**src/rtl/evt_ctr_pkg.sv**
```systemverilog
package evt_ctr_pkg;
  localparam int THR_W = 8;

  typedef struct packed {
    logic [THR_W-1:0] thr;
    logic [3:0]       spare;
    logic             inv;
    logic             edge_det;
    logic             ovf_ie;
    logic             en;
    logic [7:0]       umask;
    logic [7:0]       evsel;
  } prog_ctl_t;

  typedef struct packed {
    logic ovf_ie;
    logic en;
  } fix_ctl_t;
endpackage

```
**src/rtl/evt_qualify.sv**
```systemverilog
module evt_qualify
  import evt_ctr_pkg::*;
#(
  parameter int INC_W = 8
) (
  input  logic             clk,
  input  logic             rst_n,
  input  logic [INC_W-1:0] inc,
  input  logic             edge_det,
  input  logic             inv,
  input  logic [THR_W-1:0] thr,
  output logic [INC_W-1:0] add
);
  localparam int CMP_W = (INC_W > THR_W) ? INC_W : THR_W;

  logic             seen_q;
  logic             present;
  logic             thr_on;
  logic             meets;
  logic [CMP_W-1:0] inc_x;
  logic [CMP_W-1:0] thr_x;

  assign present = |inc;
  assign inc_x   = CMP_W'(inc);
  assign thr_x   = CMP_W'(thr);
  assign thr_on  = |thr;
  assign meets   = inv ? (inc_x < thr_x) : (inc_x >= thr_x);

  // previous-cycle presence, tracked regardless of enable
  always_ff @(posedge clk or negedge rst_n) begin
    if (!rst_n) seen_q <= 1'b0;
    else        seen_q <= present;
  end

  always_comb begin
    if (edge_det)    add = INC_W'(present & ~seen_q);
    else if (thr_on) add = INC_W'(meets);
    else             add = inc;
  end
endmodule

```
**src/rtl/evt_accum.sv**
```systemverilog
module evt_accum #(
  parameter int CNT_W = 48,
  parameter int INC_W = 8
) (
  input  logic             clk,
  input  logic             rst_n,
  input  logic             en,
  input  logic             ld,
  input  logic [CNT_W-1:0] ld_val,
  input  logic [INC_W-1:0] add,
  output logic [CNT_W-1:0] cnt,
  output logic             ovf
);
  logic [CNT_W:0] sum;

  assign sum = {1'b0, cnt} + (CNT_W+1)'(add);
  assign ovf = en & ~ld & sum[CNT_W];

  always_ff @(posedge clk or negedge rst_n) begin
    if (!rst_n)  cnt <= '0;
    else if (ld) cnt <= ld_val;
    else if (en) cnt <= sum[CNT_W-1:0];
  end
endmodule

```
**src/rtl/ovf_status.sv**
```systemverilog
module ovf_status #(
  parameter int FLAG_N = 5
) (
  input  logic              clk,
  input  logic              rst_n,
  input  logic [FLAG_N-1:0] set,
  input  logic [FLAG_N-1:0] clr,
  output logic [FLAG_N-1:0] flags
);
  // set wins over a clear in the same cycle
  always_ff @(posedge clk or negedge rst_n) begin
    if (!rst_n) flags <= '0;
    else        flags <= (flags & ~clr) | set;
  end
endmodule

```
**src/rtl/evt_ctr_bank.sv**
```systemverilog
module evt_ctr_bank
  import evt_ctr_pkg::*;
#(
  parameter int NUM_PROG = 4,
  parameter int CNT_W    = 48,
  parameter int INC_W    = 8,
  parameter int DATA_W   = 64,
  parameter int ADDR_W   = 4
) (
  input  logic                           clk,
  input  logic                           rst_n,
  input  logic [NUM_PROG-1:0][INC_W-1:0] prog_inc,
  input  logic [INC_W-1:0]               fix_inc,
  input  logic                           reg_wr,
  input  logic [ADDR_W-1:0]              reg_addr,
  input  logic [DATA_W-1:0]              reg_wdata,
  output logic [DATA_W-1:0]              reg_rdata,
  output logic                           irq
);
  localparam int CNT_BASE  = NUM_PROG;
  localparam int FIX_CTL   = 2 * NUM_PROG;
  localparam int FIX_CNT   = FIX_CTL + 1;
  localparam int STAT_ADDR = FIX_CTL + 2;
  localparam int CLR_ADDR  = FIX_CTL + 3;
  localparam int FLAG_N    = NUM_PROG + 1;
  localparam int FIX_BIT   = 31;

  prog_ctl_t [NUM_PROG-1:0]             prog_ctl_q;
  logic      [NUM_PROG-1:0][CNT_W-1:0]  prog_cnt;
  logic      [NUM_PROG-1:0]             prog_ovf;
  logic      [NUM_PROG-1:0]             prog_ie;
  fix_ctl_t                             fix_ctl_q;
  logic      [CNT_W-1:0]                fix_cnt;
  logic                                 fix_ovf;
  logic                                 fix_ld;
  logic      [FLAG_N-1:0]               ovf_flags;
  logic      [FLAG_N-1:0]               clr_vec;
  logic      [31:0]                     stat_word;
  logic                                 clr_wr;

  genvar gi;
  generate
    for (gi = 0; gi < NUM_PROG; gi++) begin : g_prog
      prog_ctl_t        ctl_q;
      logic [INC_W-1:0] add;
      logic             ld;
      logic [CNT_W-1:0] cnt;
      logic             ovf;

      assign ld = reg_wr && (reg_addr == ADDR_W'(CNT_BASE + gi));

      always_ff @(posedge clk or negedge rst_n) begin
        if (!rst_n)
          ctl_q <= '0;
        else if (reg_wr && (reg_addr == ADDR_W'(gi)))
          ctl_q <= prog_ctl_t'(reg_wdata[31:0]);
      end

      evt_qualify #(.INC_W(INC_W)) u_qual (
        .clk      (clk),
        .rst_n    (rst_n),
        .inc      (prog_inc[gi]),
        .edge_det (ctl_q.edge_det),
        .inv      (ctl_q.inv),
        .thr      (ctl_q.thr),
        .add      (add)
      );

      evt_accum #(.CNT_W(CNT_W), .INC_W(INC_W)) u_acc (
        .clk    (clk),
        .rst_n  (rst_n),
        .en     (ctl_q.en),
        .ld     (ld),
        .ld_val (reg_wdata[CNT_W-1:0]),
        .add    (add),
        .cnt    (cnt),
        .ovf    (ovf)
      );

      assign prog_ctl_q[gi] = ctl_q;
      assign prog_cnt[gi]   = cnt;
      assign prog_ovf[gi]   = ovf;
      assign prog_ie[gi]    = ctl_q.ovf_ie;
    end
  endgenerate

  // fixed counter
  assign fix_ld = reg_wr && (reg_addr == ADDR_W'(FIX_CNT));

  always_ff @(posedge clk or negedge rst_n) begin
    if (!rst_n)
      fix_ctl_q <= '0;
    else if (reg_wr && (reg_addr == ADDR_W'(FIX_CTL)))
      fix_ctl_q <= fix_ctl_t'(reg_wdata[1:0]);
  end

  evt_accum #(.CNT_W(CNT_W), .INC_W(INC_W)) u_fix_acc (
    .clk    (clk),
    .rst_n  (rst_n),
    .en     (fix_ctl_q.en),
    .ld     (fix_ld),
    .ld_val (reg_wdata[CNT_W-1:0]),
    .add    (fix_inc),
    .cnt    (fix_cnt),
    .ovf    (fix_ovf)
  );

  // overflow status with write-one-to-clear
  assign clr_wr  = reg_wr && (reg_addr == ADDR_W'(CLR_ADDR));
  assign clr_vec = clr_wr ? {reg_wdata[FIX_BIT], reg_wdata[NUM_PROG-1:0]} : '0;

  ovf_status #(.FLAG_N(FLAG_N)) u_stat (
    .clk   (clk),
    .rst_n (rst_n),
    .set   ({fix_ovf, prog_ovf}),
    .clr   (clr_vec),
    .flags (ovf_flags)
  );

  always_comb begin
    stat_word                 = '0;
    stat_word[NUM_PROG-1:0]   = ovf_flags[NUM_PROG-1:0];
    stat_word[FIX_BIT]        = ovf_flags[NUM_PROG];
  end

  assign irq = |(ovf_flags & {fix_ctl_q.ovf_ie, prog_ie});

  // read mux
  always_comb begin
    reg_rdata = '0;
    for (int i = 0; i < NUM_PROG; i++) begin
      if (reg_addr == ADDR_W'(i))            reg_rdata = DATA_W'(prog_ctl_q[i]);
      if (reg_addr == ADDR_W'(CNT_BASE + i)) reg_rdata = DATA_W'(prog_cnt[i]);
    end
    if (reg_addr == ADDR_W'(FIX_CTL))   reg_rdata = DATA_W'(fix_ctl_q);
    if (reg_addr == ADDR_W'(FIX_CNT))   reg_rdata = DATA_W'(fix_cnt);
    if (reg_addr == ADDR_W'(STAT_ADDR)) reg_rdata = DATA_W'(stat_word);
  end
endmodule

```
**config.mk**
```make
export PLATFORM = sky130hd
export DESIGN_NAME = evt_ctr_bank
export DESIGN_NICKNAME = d
export VERILOG_FILES = /design/src/rtl/evt_ctr_pkg.sv /design/src/rtl/evt_qualify.sv /design/src/rtl/evt_accum.sv /design/src/rtl/ovf_status.sv /design/src/rtl/evt_ctr_bank.sv
export SDC_FILE = /design/constraint.sdc
export NUM_CORES = 1
export LEC_CHECK = 0
export BUFFER_PORTS_ARGS = -buffer_cell sky130_fd_sc_hd__buf_2
export CORE_UTILIZATION = 65
export DETAILED_ROUTE_END_ITERATION = 10
export PLACE_DENSITY = 0.95
export SLEW_MARGIN = 5
export SYNTH_ARGS = -nofsm -noshare
export SYNTH_HDL_FRONTEND = slang
export SYNTH_SLANG_ARGS = --single-unit
export TNS_END_PERCENT = 30
```
**constraint.sdc**
```tcl
create_clock -name clk -period 6.93 [get_ports clk]
set_input_delay 1.0395 -clock clk [delete_from_list [all_inputs] [get_ports clk]]
set_output_delay 1.0395 -clock clk [all_outputs]
set_load 0.02 [all_outputs]
```
Yosys cells after proc, flatten, opt, wreduce, memory -nomap -nowiden
Cells that the tools add are included.
Widths: inputs -> output; s select.
{"block": "op_classes", "n_addsub": 5, "n_eq_ne": 11, "n_bitwise": 27, "muxes": 34, "n_lt_le_gt_ge": 8, "reduce_logical": 26}
{"op": "$mux 64", "n": 10}
{"op": "$mux 48", "n": 10}
{"op": "$add 48x8->49", "n": 5}
{"op": "$mux 8", "n": 8}
{"op": "$reduce_or 8->1", "n": 8}
{"op": "$and 1x8->8", "n": 4}
{"op": "$ge 8x8->1", "n": 4}
{"op": "$lt 8x8->1", "n": 4}
{"op": "$mux 32", "n": 1}
{"op": "$not 1->8", "n": 4}
{"op": "$eq 4x3->1 const B", "n": 4}
{"op": "$eq 4x4->1 const B", "n": 4}
{"op": "$logic_and 1x1->1", "n": 11}
{"op": "$and 1x1->1", "n": 10}
{"op": "$and 5x5->5", "n": 2}
{"op": "$reduce_bool 2->1", "n": 5}
{"op": "$eq 4x2->1 const B", "n": 2}
{"op": "$mux 5", "n": 1}
{"op": "$not 1->1", "n": 5}
{"op": "$not 5->5", "n": 1}
{"op": "$or 5x5->5", "n": 1}
{"op": "$reduce_or 5->1", "n": 1}
{"op": "$eq 4x1->1 const B", "n": 1}
{"op": "$logic_not 4->1", "n": 1}
{"op": "$mux 1", "n": 4}
{"block": "word_totals", "register_bits": 379, "wordCells": 155, "inputBits": 111, "out_inout_bits": 65}

Longest topological paths before layout
{"block": "logic_depth", "word_depth": 12, "mapped_depth": 18, "depth_no_buf": 16}

By module
Synthesis repeated with hierarchy kept, for this count alone.
{"block": "unflattened", "hier_cells": 2634, "area_unflattened_um2": 25175.4}
{"module": "evt_accum (g_prog[0].u_acc ...)", "cells_per_inst": 341, "seq_area_each_um2": 1201.2, "area_each_um2": 3067.9, "instances": 4}
{"module": "evt_ctr_bank", "cells_per_inst": 692, "seq_area_each_um2": 3253.1, "area_each_um2": 8007.7, "instances": 1}
{"module": "evt_accum (g_prog[1].u_acc)", "cells_per_inst": 367, "seq_area_each_um2": 1201.2, "area_each_um2": 3283.1, "instances": 1}
{"module": "evt_qualify", "cells_per_inst": 49, "seq_area_each_um2": 25.0, "area_each_um2": 357.8, "instances": 4}
{"module": "ovf_status", "cells_per_inst": 15, "seq_area_each_um2": 125.1, "area_each_um2": 181.4, "instances": 1}

Worst setup path before layout
Ideal clock, no wire load.
{"block": "synth_path", "kind": "input to register", "startpoint": "input prog_inc[13] (netlist name)", "endpoint": "register g_prog[1].u_acc.cnt[10]", "setup_time_ns": 0.137, "arrival_time_ns": 4.472, "n_path_buf": 2, "cell_stages": 17, "required_time_ns": 6.793, "setup_slack_ns": 2.321, "cell_sequence": "ha_1 a21o_1 a21o_1 a21oi_1 o211a_1 a211oi_1 a221o_1 ha_1 fa_1 a211oi_1 o21ai_0 a211oi_1 clkbuf_1 buf_2 nor3_1 xnor2_1 a21oi_1"}
{"block": "synth_between", "elab_chain_cells": 7, "word_cells_on_any_way": 10, "classes_between": "1 x add/sub; 2 x order compare; 5 x mux; 1 x bitwise; 1 x reduce/logical"}
{"item": "start, declared", "line": "evt_ctr_bank.sv:12", "rtl": "input logic [NUM_PROG-1:0][INC_W-1:0] prog_inc,"}
{"item": "$ge 8x8->1 / $lt 8x8->1 (equally long branches)", "line": "evt_qualify.sv:27", "rtl": "assign meets = inv ? (inc_x < thr_x) : (inc_x >= thr_x);"}
{"item": "$mux 1", "line": "evt_qualify.sv:27"}
{"item": "$mux 8", "line": "evt_qualify.sv:37", "rtl": "else if (thr_on) add = INC_W'(meets);"}
{"item": "$mux 8 (*)", "line": "evt_qualify.sv:36", "rtl": "if (edge_det) add = INC_W'(present & ~seen_q);"}
{"item": "$add 48x8->49 (*)", "line": "evt_accum.sv:16", "rtl": "assign sum = {1'b0, cnt} + (CNT_W+1)'(add);"}
{"item": "$mux 48 (*)", "line": "evt_accum.sv:22", "rtl": "else if (en) cnt <= sum[CNT_W-1:0];"}
{"item": "$mux 48 (*)", "line": "evt_accum.sv:21", "rtl": "else if (ld) cnt <= ld_val;"}
{"item": "end signal, assigned", "line": "evt_accum.sv:21"}
{"item": "end signal, assigned", "line": "evt_accum.sv:22"}
{"item": "end, declared", "line": "evt_accum.sv:11", "rtl": "output logic [CNT_W-1:0] cnt,"}
Every way passes the cells marked *; elsewhere a longest branch is shown, timed or not. The select of a mux whose other input is x is not followed.
A chain may end at the register's enable or synchronous reset.

Worst setup path in the final report
{"block": "layout_path", "startpoint": "input reg_addr[2]", "endpoint": "output reg_rdata[17]"}
{"block": "layout_between", "elab_chain_cells": 12, "word_cells_on_any_way": 22, "classes_between": "10 x eq/ne; 11 x mux; 1 x reduce/logical"}
{"item": "start, declared", "line": "evt_ctr_bank.sv:15", "rtl": "input logic [ADDR_W-1:0] reg_addr,"}
{"item": "$logic_not 4->1", "line": "evt_ctr_bank.sv:132", "rtl": "if (reg_addr == ADDR_W'(i)) reg_rdata = DATA_W'(prog_ctl_q[i]);"}
{"item": "$mux 32", "line": "evt_ctr_bank.sv:132"}
{"item": "$mux 64", "line": "evt_ctr_bank.sv:133", "rtl": "if (reg_addr == ADDR_W'(CNT_BASE + i)) reg_rdata = DATA_W'(prog_cnt[i]);"}
{"item": "$mux 64", "line": "evt_ctr_bank.sv:132"}
{"item": "$mux 64", "line": "evt_ctr_bank.sv:133"}
{"item": "$mux 64", "line": "evt_ctr_bank.sv:132"}
{"item": "$mux 64", "line": "evt_ctr_bank.sv:133"}
{"item": "$mux 64", "line": "evt_ctr_bank.sv:132"}
{"item": "$mux 64", "line": "evt_ctr_bank.sv:133"}
{"item": "$mux 64", "line": "evt_ctr_bank.sv:135", "rtl": "if (reg_addr == ADDR_W'(FIX_CTL)) reg_rdata = DATA_W'(fix_ctl_q);"}
{"item": "$mux 64", "line": "evt_ctr_bank.sv:136", "rtl": "if (reg_addr == ADDR_W'(FIX_CNT)) reg_rdata = DATA_W'(fix_cnt);"}
{"item": "$mux 64 (*)", "line": "evt_ctr_bank.sv:137", "rtl": "if (reg_addr == ADDR_W'(STAT_ADDR)) reg_rdata = DATA_W'(stat_word);"}
{"item": "end, declared", "line": "evt_ctr_bank.sv:17", "rtl": "output logic [DATA_W-1:0] reg_rdata,"}
Every way passes the cells marked *; elsewhere a longest branch is shown, timed or not.

==> reports/results.tsv <==
metric	value	unit
outcome	finished, final reports clean	
Antenna Nets Post-Route	0	
Fmax achieved	193	MHz
reg2reg end	g_prog[1].u_acc.cnt[46]	
Die Width	196	um
Synth async-reset ratio	1.00	
clock buffer depth	3	
global route overflow	0	
unrepaired setup endpoints after global routing	no	
Avg Cell Area, Syn	8.95	um2
slew at the pin with the worst max-slew slack	1.28	ns
Synth-to-Final Area Change	9.76	%
Sink Count	379	
share of cells above drive strength 1	0.152	
Reg2Reg Depth	17	
Worst setup EP type	output port	
predominant post-synthesis flop cell	dfrtp_1	
IO Port Bufs	143	
core region area	36800	um2
RR Startpoint	g_prog[1].ctl_q[29]	
Final Hold Viols	0	
CP Class	in2out	
CP dominant cell by count	buf_4	
Post-Syn Area	24500	um2
Final setup viols	0	
pin count of the biggest net entering global routing	140	
via count	23433	
Worst setup SP type	primary input	
initial antenna violation count	8	
synthesis-stage register bit count	379	
Static Leakage	11.1	nW
Gate Count Post-Synth	2735	
post-synth top area cell	dfrtp_1	
Layout Nets	2962	
Hold Crit Class	reg2reg	
Commonest cells post-synth	379 x dfrtp_1, 266 x nand2_1, 214 x nor2_1	
FP Rows	70	
CTS tree	done	
GRT Util Overall	0.464	
cells along the critical path	buf_2, buf_4, inv_1, buf_4, nand2_1, nor2_2, buf_4, a222oi_1, o21ai_0, buf_2	
total CTS buffers	42	
crit path DAT	4.14	ns
Die Y	196	um
FF-to-FF setup slack	2.34	ns
CP required	5.89	ns
Post-synth EDFFs	0	
CP max-delay cell	nor2_2	
CTS resizes	0	
count leader, synth	dfrtp_1	
Placer Congestion	1.03	
CTS root buf	clkbuf_16	
CTS Hold Buffers Added	0	
FILL cells	2590	
Post-Route WL	88.7	mm
Clock Latency Late Sink	0.57	ns
clock-pin transition on the worst setup and hold timing paths	0.06	ns
Tcrit/Tclk final	0.748	
worst-path maximum fanout	28	
total power	8.51	mW
slowest cell delay on critical path	0.82	ns
DRT Pass-1 Iters	6	
# H-tree levels	2	
Yosys top cell area share	0.388	
num ports	176	
Max IR drop VDD	0.000155	V
Detailed Route Iter0 Violations	3545	
Remaining DRCs	0	
initial core utilization	0.665	
Max transition margin	0.140	
Tmin final	5.18	ns
max-cap violations	0	
first-pass GRT wire length	134	mm
sequential-to-total area share from yosys stat	0.388	
setup_tns	0	ns
top cells by area, synth	dfrtp_1 39%, mux2_2 6.2%, xnor2_1 5.2%	
die area	38400	um2
Via density	7.15	
YS warnings	0	
Critical path destination	reg_rdata[17]	
wire per inst	27.1	um
Yosys cell types	78	
clk_skew	0.0171	ns
Power Density	317	nW/um2
CP startpoint	reg_addr[2]	
count of pins over their slew limit	0	
postcts setup bufs	0	
vias in the first global route	22713	
dpl hpwl	62.0	mm
[cells by family (layout without fill, tap and decap cells)]
group | count (synthesis) | after routing | share of synthesized area
other | 1 | 19 | 0.000153
AND/OR/NAND/NOR | 933 | 933 | 0.192
multiplexers | 204 | 204 | 0.0908
flip-flops | 379 | 379 | 0.388
AO/OA/AOI/OAI | 657 | 657 | 0.168
adder cells (fa/ha/maj) | 77 | 77 | 0.0409
buffers and inverters | 279 | 336 | 0.0473
XOR/XNOR | 205 | 205 | 0.0734
[routing by layer]
metal	share of wire	wire length (um)	up-vias	GRT usage
li1	-	-	9921	-
met1	0.34	30500	11153	0.577
met2	0.42	37300	1871	0.689
met3	0.16	14000	484	0.165
met4	0.078	6900	4	0.296
met5	0.00041	36	-	0
[power breakdown]
group | switching (mW) | internal, mW
logic | 1.40 | 1.07
registers | 0.799 | 2.79
clock network | 0.962 | 1.49
total | 3.16 | 5.34
[critical path, delay by kind of cell]
kind,cells,cell delay [ns]
AOI/OAI and AO/OA,2,0.46
buffers and inverters,6,1.54
and+or+nand+nor,2,1.07
[layout by cell type, fill, tap and decap left out, drive strengths merged, types with 15 or more instances in the layout]
cell      n
o22ai    17
buf     182
and3     33
nor2b    20
conb     16
a22o     15
o21a     21
nor2    214
and2     49
nor4     74
inv      77
nand2   266
nand4    69
clkbuf   64
a22oi    60
dfrtp   379
nand3    85
a21o     21
mux2    134
o21ai   185
xor2     61
nor3     55
a211oi   37
a31oi    29
xnor2   144
mux2i    69
ha       72
a21oi   176
[through the flow]
stage	setup WS, ns	utilization	hold slack (ns)	cell area (um2)	cells
after floorplan	2.32	-	0.451	24500	2750
after global placement	1.95	0.689	0.465	25400	3198
after detailed placement	1.86	0.689	0.480	25400	3198
after CTS	1.92	0.730	0.496	26900	3275
after global routing	1.75	0.730	0.517	26900	3275
final	1.75	0.730	0.495	26900	3278
[worst min-delay path by stage]
stage | from | to | slack, ns | depth (start not counted)
6_report | g_prog[0].ctl_q[2] | g_prog[0].ctl_q[2] | 0.50 | 2
5_1_grt | g_prog[2].ctl_q[12] | g_prog[2].ctl_q[12] | 0.52 | 1
4_1_cts | g_prog[3].ctl_q[2] | g_prog[3].ctl_q[2] | 0.50 | 2
3_5_place_dp | g_prog[3].ctl_q[2] | g_prog[3].ctl_q[2] | 0.48 | 2
3_3_place_gp | g_prog[0].ctl_q[2] | g_prog[0].ctl_q[2] | 0.46 | 2
2_1_floorplan | g_prog[2].ctl_q[2] | g_prog[2].ctl_q[2] | 0.45 | 2
[final cells by class]
cell class	instances	area, um2	area share
Antenna cell	3	7.51	0.000279
Clock buffer	64	1310	0.0487
Clock inverter	13	190	0.00708
Inverter	77	289	0.0108
Multi-Input combinational cell	2092	14000	0.520
Sequential cell	379	9480	0.353
Tap cell	468	586	0.0218
Timing Repair Buffer	182	1030	0.0384
[flip-flops by register name, indices dropped and copies added, names as in the netlist]
register	flops
u_fix_acc.cnt	48
g_prog.ctl_q	128
fix_ctl_q	2
g_prog.u_acc.cnt	192
g_prog.u_qual.seen_q	4
u_stat.flags	5
Power figures use the tool's default switching activity.
